$ cat src/rtl/iso_clk_pkg.sv
package iso_clk_pkg;

  localparam int SEL_W    = 3;
  localparam int MODE_W   = 16;
  localparam int TXSEL_LSB = 0;
  localparam int RXSEL_LSB = 3;
  localparam int OUT_LSB0  = 6;
  localparam int N_OUT     = 2;
  localparam int N_DCE     = 2;

  typedef enum logic [SEL_W-1:0] {
    INSEL_BRG    = 3'd0,
    INSEL_DCE_TX = 3'd1,
    INSEL_DCE_RX = 3'd2
  } insel_e;

  typedef enum logic [SEL_W-1:0] {
    OUTSEL_OFF    = 3'd0,
    OUTSEL_RBRG   = 3'd1,
    OUTSEL_TBRG   = 3'd2,
    OUTSEL_DCE_TX = 3'd3,
    OUTSEL_DCE_RX = 3'd4
  } outsel_e;

  typedef struct packed {
    logic rbrg;
    logic tbrg;
    logic dtx;
    logic drx;
  } src_t;

  function automatic logic insel_external(input logic [SEL_W-1:0] code);
    return (code == INSEL_DCE_TX) || (code == INSEL_DCE_RX);
  endfunction

endpackage

$ cat src/rtl/iso_edge_sync.sv
module iso_edge_sync #(
  parameter int STAGES = 2
) (
  input  logic clk,
  input  logic rst_n,
  input  logic lvl_i,
  output logic rise_o
);
  localparam int LAST = STAGES - 1;

  logic [STAGES-1:0] sync_q, sync_d;
  logic              prev_q, prev_d;

  always_comb begin
    sync_d = {sync_q[STAGES-2:0], lvl_i};
    prev_d = sync_q[LAST];
  end

  always_ff @(posedge clk or negedge rst_n) begin
    if (!rst_n) begin
      sync_q <= '0;
      prev_q <= 1'b0;
    end else begin
      sync_q <= sync_d;
      prev_q <= prev_d;
    end
  end

  assign rise_o = sync_q[LAST] & ~prev_q;

  // one pulse per rising level, never two back to back
  p_single_rise_r6: assert property (@(posedge clk) disable iff (!rst_n)
    rise_o |=> !rise_o);

endmodule

$ cat src/rtl/iso_in_sel.sv
module iso_in_sel
  import iso_clk_pkg::*;
#(
  parameter bit IS_TX = 1'b1
) (
  input  logic             clk,
  input  logic             rst_n,
  input  logic [SEL_W-1:0] code_i,
  input  src_t             src_i,
  output logic             en_o
);
  logic brg;
  logic en_d;

  assign brg = IS_TX ? src_i.tbrg : src_i.rbrg;

  always_comb begin
    unique case (code_i)
      INSEL_DCE_TX: en_d = src_i.dtx;
      INSEL_DCE_RX: en_d = src_i.drx;
      default:      en_d = brg;
    endcase
  end

  always_ff @(posedge clk or negedge rst_n) begin
    if (!rst_n) en_o <= 1'b0;
    else        en_o <= en_d;
  end

  generate
    if (IS_TX) begin : g_chk_tx
      p_brg_path_r1: assert property (@(posedge clk) disable iff (!rst_n)
        (code_i == 3'd0 && src_i.tbrg) |=> en_o);
    end else begin : g_chk_rx
      p_brg_path_r2: assert property (@(posedge clk) disable iff (!rst_n)
        (code_i == 3'd0 && src_i.rbrg) |=> en_o);
    end
  endgenerate

endmodule

$ cat src/rtl/iso_out_drv.sv
module iso_out_drv
  import iso_clk_pkg::*;
(
  input  logic             clk,
  input  logic             rst_n,
  input  logic [SEL_W-1:0] code_i,
  input  src_t             src_i,
  input  logic             stop_i,
  output logic             clk_o,
  output logic             oe_o
);
  logic pick;
  logic drive;
  logic clk_d;

  always_comb begin
    drive = 1'b1;
    unique case (code_i)
      OUTSEL_RBRG:   pick = src_i.rbrg;
      OUTSEL_TBRG:   pick = src_i.tbrg;
      OUTSEL_DCE_TX: pick = src_i.dtx;
      OUTSEL_DCE_RX: pick = src_i.drx;
      default: begin
        pick  = 1'b0;
        drive = 1'b0;
      end
    endcase
    clk_d = drive & pick & ~stop_i;
  end

  always_ff @(posedge clk or negedge rst_n) begin
    if (!rst_n) begin
      clk_o <= 1'b0;
      oe_o  <= 1'b0;
    end else begin
      clk_o <= clk_d;
      oe_o  <= drive;
    end
  end

  p_idle_low_r5: assert property (@(posedge clk) disable iff (!rst_n)
    !oe_o |-> !clk_o);

  p_stop_blocks_r7: assert property (@(posedge clk) disable iff (!rst_n)
    stop_i |=> !clk_o);

endmodule

$ cat src/rtl/iso_clk_router.sv
module iso_clk_router
  import iso_clk_pkg::*;
#(
  parameter int SYNC_STAGES = 2
) (
  input  logic              clk,
  input  logic              rst_n,
  input  logic [MODE_W-1:0] mode_word,
  input  logic              iso_fc_en,
  input  logic              rx_pause,
  input  logic              rbrg_tick,
  input  logic              tbrg_tick,
  input  logic              dce_txc,
  input  logic              dce_rxc,
  output logic              tx_clk_en,
  output logic              rx_clk_en,
  output logic              tset_clk,
  output logic              tset_oe,
  output logic              rset_clk,
  output logic              rset_oe
);
  logic [1:0]       rst_pipe_q;
  logic             rst_core_n;
  logic [N_DCE-1:0] dce_lvl;
  logic [N_DCE-1:0] dce_rise;
  src_t             src;
  logic             stop;
  logic [N_OUT-1:0] out_clk;
  logic [N_OUT-1:0] out_oe;
  logic [SEL_W-1:0] rx_code;

  // asynchronous assertion, synchronous release
  always_ff @(posedge clk or negedge rst_n) begin
    if (!rst_n) rst_pipe_q <= 2'b00;
    else        rst_pipe_q <= {rst_pipe_q[0], 1'b1};
  end
  assign rst_core_n = rst_pipe_q[1];

  assign dce_lvl = {dce_rxc, dce_txc};

  generate
    for (genvar i = 0; i < N_DCE; i++) begin : g_dce
      iso_edge_sync #(.STAGES(SYNC_STAGES)) u_sync (
        .clk    (clk),
        .rst_n  (rst_core_n),
        .lvl_i  (dce_lvl[i]),
        .rise_o (dce_rise[i])
      );
    end
  endgenerate

  always_comb begin
    src.rbrg = rbrg_tick;
    src.tbrg = tbrg_tick;
    src.dtx  = dce_rise[0];
    src.drx  = dce_rise[1];
  end

  assign rx_code = mode_word[RXSEL_LSB +: SEL_W];
  assign stop    = iso_fc_en & rx_pause & insel_external(rx_code);

  iso_in_sel #(.IS_TX(1'b1)) u_tx_sel (
    .clk    (clk),
    .rst_n  (rst_core_n),
    .code_i (mode_word[TXSEL_LSB +: SEL_W]),
    .src_i  (src),
    .en_o   (tx_clk_en)
  );

  iso_in_sel #(.IS_TX(1'b0)) u_rx_sel (
    .clk    (clk),
    .rst_n  (rst_core_n),
    .code_i (rx_code),
    .src_i  (src),
    .en_o   (rx_clk_en)
  );

  generate
    for (genvar g = 0; g < N_OUT; g++) begin : g_out
      iso_out_drv u_drv (
        .clk    (clk),
        .rst_n  (rst_core_n),
        .code_i (mode_word[OUT_LSB0 + g*SEL_W +: SEL_W]),
        .src_i  (src),
        .stop_i (stop),
        .clk_o  (out_clk[g]),
        .oe_o   (out_oe[g])
      );
    end
  endgenerate

  assign tset_clk = out_clk[0];
  assign tset_oe  = out_oe[0];
  assign rset_clk = out_clk[1];
  assign rset_oe  = out_oe[1];

  p_reset_quiet_r10: assert property (@(posedge clk)
    !rst_core_n |=> !(tset_oe | rset_oe) || !rst_core_n || $past(rst_core_n));

endmodule

$ cat config.mk
export PLATFORM = sky130hd
export DESIGN_NAME = iso_clk_router
export DESIGN_NICKNAME = d
export VERILOG_FILES = /design/src/rtl/iso_clk_pkg.sv /design/src/rtl/iso_edge_sync.sv /design/src/rtl/iso_in_sel.sv /design/src/rtl/iso_out_drv.sv /design/src/rtl/iso_clk_router.sv
export SDC_FILE = /design/constraint.sdc
export NUM_CORES = 1
export LEC_CHECK = 0
export ABC_CLOCK_PERIOD_IN_PS = 800
export BUFFER_PORTS_ARGS = -buffer_cell sky130_fd_sc_hd__buf_2
export CORE_AREA = 2 2 45 51
export DETAILED_ROUTE_END_ITERATION = 8
export DIE_AREA = 0 0 47 53
export GPL_TIMING_DRIVEN = 0
export MAX_ROUTING_LAYER = met4
export SYNTH_ARGS = -nofsm -noshare
export SYNTH_HDL_FRONTEND = slang
export SYNTH_SLANG_ARGS = --single-unit
$ cat constraint.sdc
create_clock -name clk -period 0.8 [get_ports clk]
set_input_delay 0.08 -clock clk [delete_from_list [all_inputs] [get_ports clk]]
set_output_delay 0.08 -clock clk [all_outputs]
set_load 0.01 [all_outputs]
==> flow_results.org <==
** Status
- Run status :: complete, but fails checks
- Failing checks :: setup timing

** Power
- Cell Pwr Density :: around 1800 nW/um^2
- VDD sags by at most between 900 and 1000 uV.
- Leakage power figure :: around 0.00037 uW
- Sum of internal, switching and leakage power :: around 1500 uW

** Timing
- Crit path setup slack, layout :: -0.233 ns
- Timing would allow up to 968 MHz.
- The worst path in the final design needs a cycle of just over 1 ns, including I/O delays and setup.
- Count of endpoints failing setup in the final report :: 10
- Of the available clock period, the critical path in the final layout requires 1.29.
- The final count of hold timing violations came to 0.
- Setup repair after global routing missed its margin :: yes
- Final-layout setup total negative slack :: -1.03 ns
- The final number of max-transition violations is 0.
- Between clock sinks in the finished design, the worst skew comes to 0.00439 ns.

** Synth
- Sequential element share of the synthesized area :: 0.607
- Synthesized area per cell :: roughly 12 sq um
- By area, the combinational part of the netlist is dominated by simple AND/OR/NAND/NOR gates.
- Of the total synthesized cell area, the portion taken by full adders, half adders and majority gates is 0.
- The share of synthesized area in the top cell type comes to 0.607.
- Of the total synthesized cell area, the portion taken by AND, OR, NAND and NOR gates is 0.219.
- For this run, asynchronously set or reset flops after synthesis account for 1.00.
- The compound-cell area share of the yosys netlist was 0.121.
- Multiplexer area fraction after synthesis :: 0
- Synth area leader :: sky130_fd_sc_hd__dfrtp_1
- Total of warnings raised by yosys :: 0
- Counting flops with a built-in enable in the synthesized netlist gives 0.
- When the netlist entered floorplanning its net count stood at 74.
- The cell count after synthesis came out at 50.
- Most area-consuming cells after synthesis :: sky130_fd_sc_hd__dfrtp_1 61%, sky130_fd_sc_hd__xnor2_1 4.6%, sky130_fd_sc_hd__nand3b_1 3.9%
- Commonest register cell after synthesis :: sky130_fd_sc_hd__dfrtp_1
- The synthesized netlist contains 18 unique library cells.
- Cell area after synthesis :: between 500 and 600 sq um
- Fraction of synthesized cell area in xor and xnor cells :: 0.0456
- After synthesis the netlist holds a flip-flop and latch count of 14.

** CTS
- For this design, the sink count on the clock tree is 14.
- Clock tree synthesis inserted a total of 3 buffers.
- The later pin in the worst-skew pair is clocked with a latency of around 0.28 ns.
- Register clock-pin slew on the reported worst setup and hold paths :: around 0.08 ns
- CTS built an H-tree with a depth of 1.
- TritonCTS built the clock tree.
- Buffers added to address setup during post-CTS repair amount to 0.
- Master cell of the clock root buffer :: sky130_fd_sc_hd__clkbuf_4
- Number of buffers on the longest clock path :: 2

** Critical path
- STA puts the critical path data arrival time at between 1 and 1.5 ns.
- The worst setup path is captured at a flop.
- Kind of cell adding the most delay to the critical path :: flip-flops
- Worst Path Class, Setup :: reg2reg
- For the worst setup path, the data required time is just over 1 ns.
- Ordered list of cells on the worst path :: nand3b_1 -> a311o_1 -> a21oi_1
- Kind of start point of the critical path :: flop
- The number of buffers and inverters on the critical path is 0.
- Start point of the critical path :: g_dce[0].u_sync.prev_q$_DFF_PN0_
- In this design, the stage delay of the slowest critical-path cell is ~0.40 ns.
- CP Max Fanout :: 4
- Among all stages on the critical path, the largest delay is contributed by sky130_fd_sc_hd__dfrtp_1.
- The startpoint identified for the worst register-to-register timing path is g_dce[0].u_sync.prev_q$_DFF_PN0_.

** GRT
- Across every metal layer, demand over resource in global routing totals 0.111.
- The initial antenna violation count came to 0.
- Via count of the first global-routing pass :: 459
- The first global-routing pass estimated about 1.8 mm of wire.
- The total overflow left after global routing is 0.
- Maximum number of pins on one net before global-route repair :: 13

** Route
- Number of antenna-violating nets in the routed design :: 0
- In the routed design, unresolved DRC markers number 0.
- Via count of the routed design :: around 500
- In the routed layout, each cell is associated on average with a via count of between 4 and 5.
- Initial detailed-routing violation count :: 5
- Average wire per cell in the routed design :: 11.0 um
- For this run, the detailed router's first-pass iteration total came to 4.
- Wire length reported by the detailed router :: around 1.2 mm

** Floorplan
- Y dimension of the die :: 53 um
- In this run the horizontal extent of the chip is around 47 um.
- In this run the core area contains 17 standard-cell rows.
- The die covers between 2000 and 2500 sq um.
- Initial Util :: 0.295
- Pin placement for this block handled 30 I/O pins.
- The region available for standard cell placement spans between 1500 and 2000 sq um.

** Final layout
- Most frequent standard cell in the layout excluding fill and tap cells :: sky130_fd_sc_hd__buf_2
- The final layout contains between 100 and 150 nets.
- Post-layout utilization of the core :: 0.423
- Ant. Diodes :: 0
- Leaving out fill and tap cells, the most frequent cells in the layout are 24 x sky130_fd_sc_hd__buf_2, 14 x sky130_fd_sc_hd__dfrtp_1.
- Area of all placed cells without fillers :: a little over 800 sq um
- The area growth from synthesis to layout is 43.4%.
- In the final layout, the share of cells above drive strength 1 is 0.390.
- Fill cells :: just under 200

** Placement
- Pre-CTS setup slack :: -0.224 ns
- Once placement finished, the instance area stood at about 740 sq um.
- At the end of routability-driven placement, the weighted congestion stood at ~0.76.
- Once detailed placement completed, the half-perimeter wirelength came to 917 um.
- Port buffering added 25 buffers.

** Flow run
- Across the run, the number of max-cap violations was 0.

** Min path
- In this run the most critical hold path is launched from mode_word[11].
- The worst hold path belongs to the class in2reg.
==> per-stage QoR <==
| stage | hold slack (ns) | std cells |
|---|---|---|
| 6_report | 0.0108 | 110 |
| 2_1_floorplan | -0.216 | 50 |
| 4_1_cts | 0.00435 | 110 |
| 3_5_place_dp | -0.129 | 103 |
| 3_3_place_gp | -0.135 | 103 |
| 5_1_grt | 0.0100 | 110 |
==> layout make-up <==
type / instances / area, sq um / share of cell area
flip-flops and latches: 14 / 350 / 0.424
multi-input cells: 36 / 244 / 0.295
repair buffers: 28 / 161 / 0.195
clock buffers: 4 / 36.3 / 0.0439
well taps: 28 / 35.0 / 0.0424
==> what timing repair did <==
action / in CTS / in global routing
resized for setup: 3 / 4
pin swaps: 4 / 0
hold buffers: 3 / 0
endpoints found under the setup margin: 10 / 10
hold endpoints to repair: 4 / 0
==> power by group <==
group          switching, uW  internal, uW  leakage [uW]
combinational           96.0           118      0.000188
sequential              30.6           755      0.000166
clock                    222           277     0.0000210
==> kinds of logic after synthesis <==
group	count (synthesis)
flip-flops	14
other	1
AND/OR/NAND/NOR	21
XOR/XNOR	3
AO/OA/AOI/OAI	11
==> state kept, by name, indices dropped and copies added (netlist names) <==
signal and count:
u_rx_sel.en_o 1, u_tx_sel.en_o 1, g_out.u_drv.oe_o 2, g_out.u_drv.clk_o 2
g_dce.u_sync.prev_q 2, rst_pipe_q 2, g_dce.u_sync.sync_q 4
==> cells in the mapped netlist (2+ instances only) <==
| master | n |
|---|---|
| sky130_fd_sc_hd__nor4b_1 | 2 |
| sky130_fd_sc_hd__nand3_1 | 3 |
| sky130_fd_sc_hd__nor2b_1 | 2 |
| sky130_fd_sc_hd__nand3b_1 | 3 |
| sky130_fd_sc_hd__a311o_1 | 2 |
| sky130_fd_sc_hd__xnor2_1 | 3 |
| sky130_fd_sc_hd__and2_1 | 2 |
| sky130_fd_sc_hd__dfrtp_1 | 14 |
| sky130_fd_sc_hd__o21ai_0 | 3 |
| sky130_fd_sc_hd__a21oi_1 | 4 |
| sky130_fd_sc_hd__nand2_1 | 2 |
| sky130_fd_sc_hd__nand2b_1 | 2 |
| sky130_fd_sc_hd__nor2_1 | 3 |
==> final timing paths <==
check	slack, ns	endpoint	depth (start not counted)
worst max-delay path	-0.23	g_out[0].u_drv.clk_o$_DFF_PN0_	3
worst min-delay path	0.01	g_out[1].u_drv.oe_o$_DFF_PN0_	2
worst max register to register	-0.23	g_out[0].u_drv.clk_o$_DFF_PN0_	3
worst min register to register	0.19	g_dce[0].u_sync.prev_q$_DFF_PN0_	0
max in group asynchronous	0.28	g_dce[0].u_sync.sync_q[1]$_DFF_PN0_	0
min in group asynchronous	0.11	rst_pipe_q[0]$_DFF_PN0_	2
==> worst reg2reg max path: cells and delay by family (launching register included) <==
family	cells	cell delay (ns)
flip-flops	1	0.40
AO/OA/AOI/OAI	2	0.40
AND/OR/NAND/NOR	1	0.16
==> per-layer routing <==
metal	vias up	share of wire	GRT usage
li1	243	-	-
met1	240	0.41	0.117
met2	17	0.52	0.176
met3	2	0.068	0.0648
met4	0	0.0033	0.0278
met5	-	0	-
No activity file was read; power rests on OpenSTA's default activity.
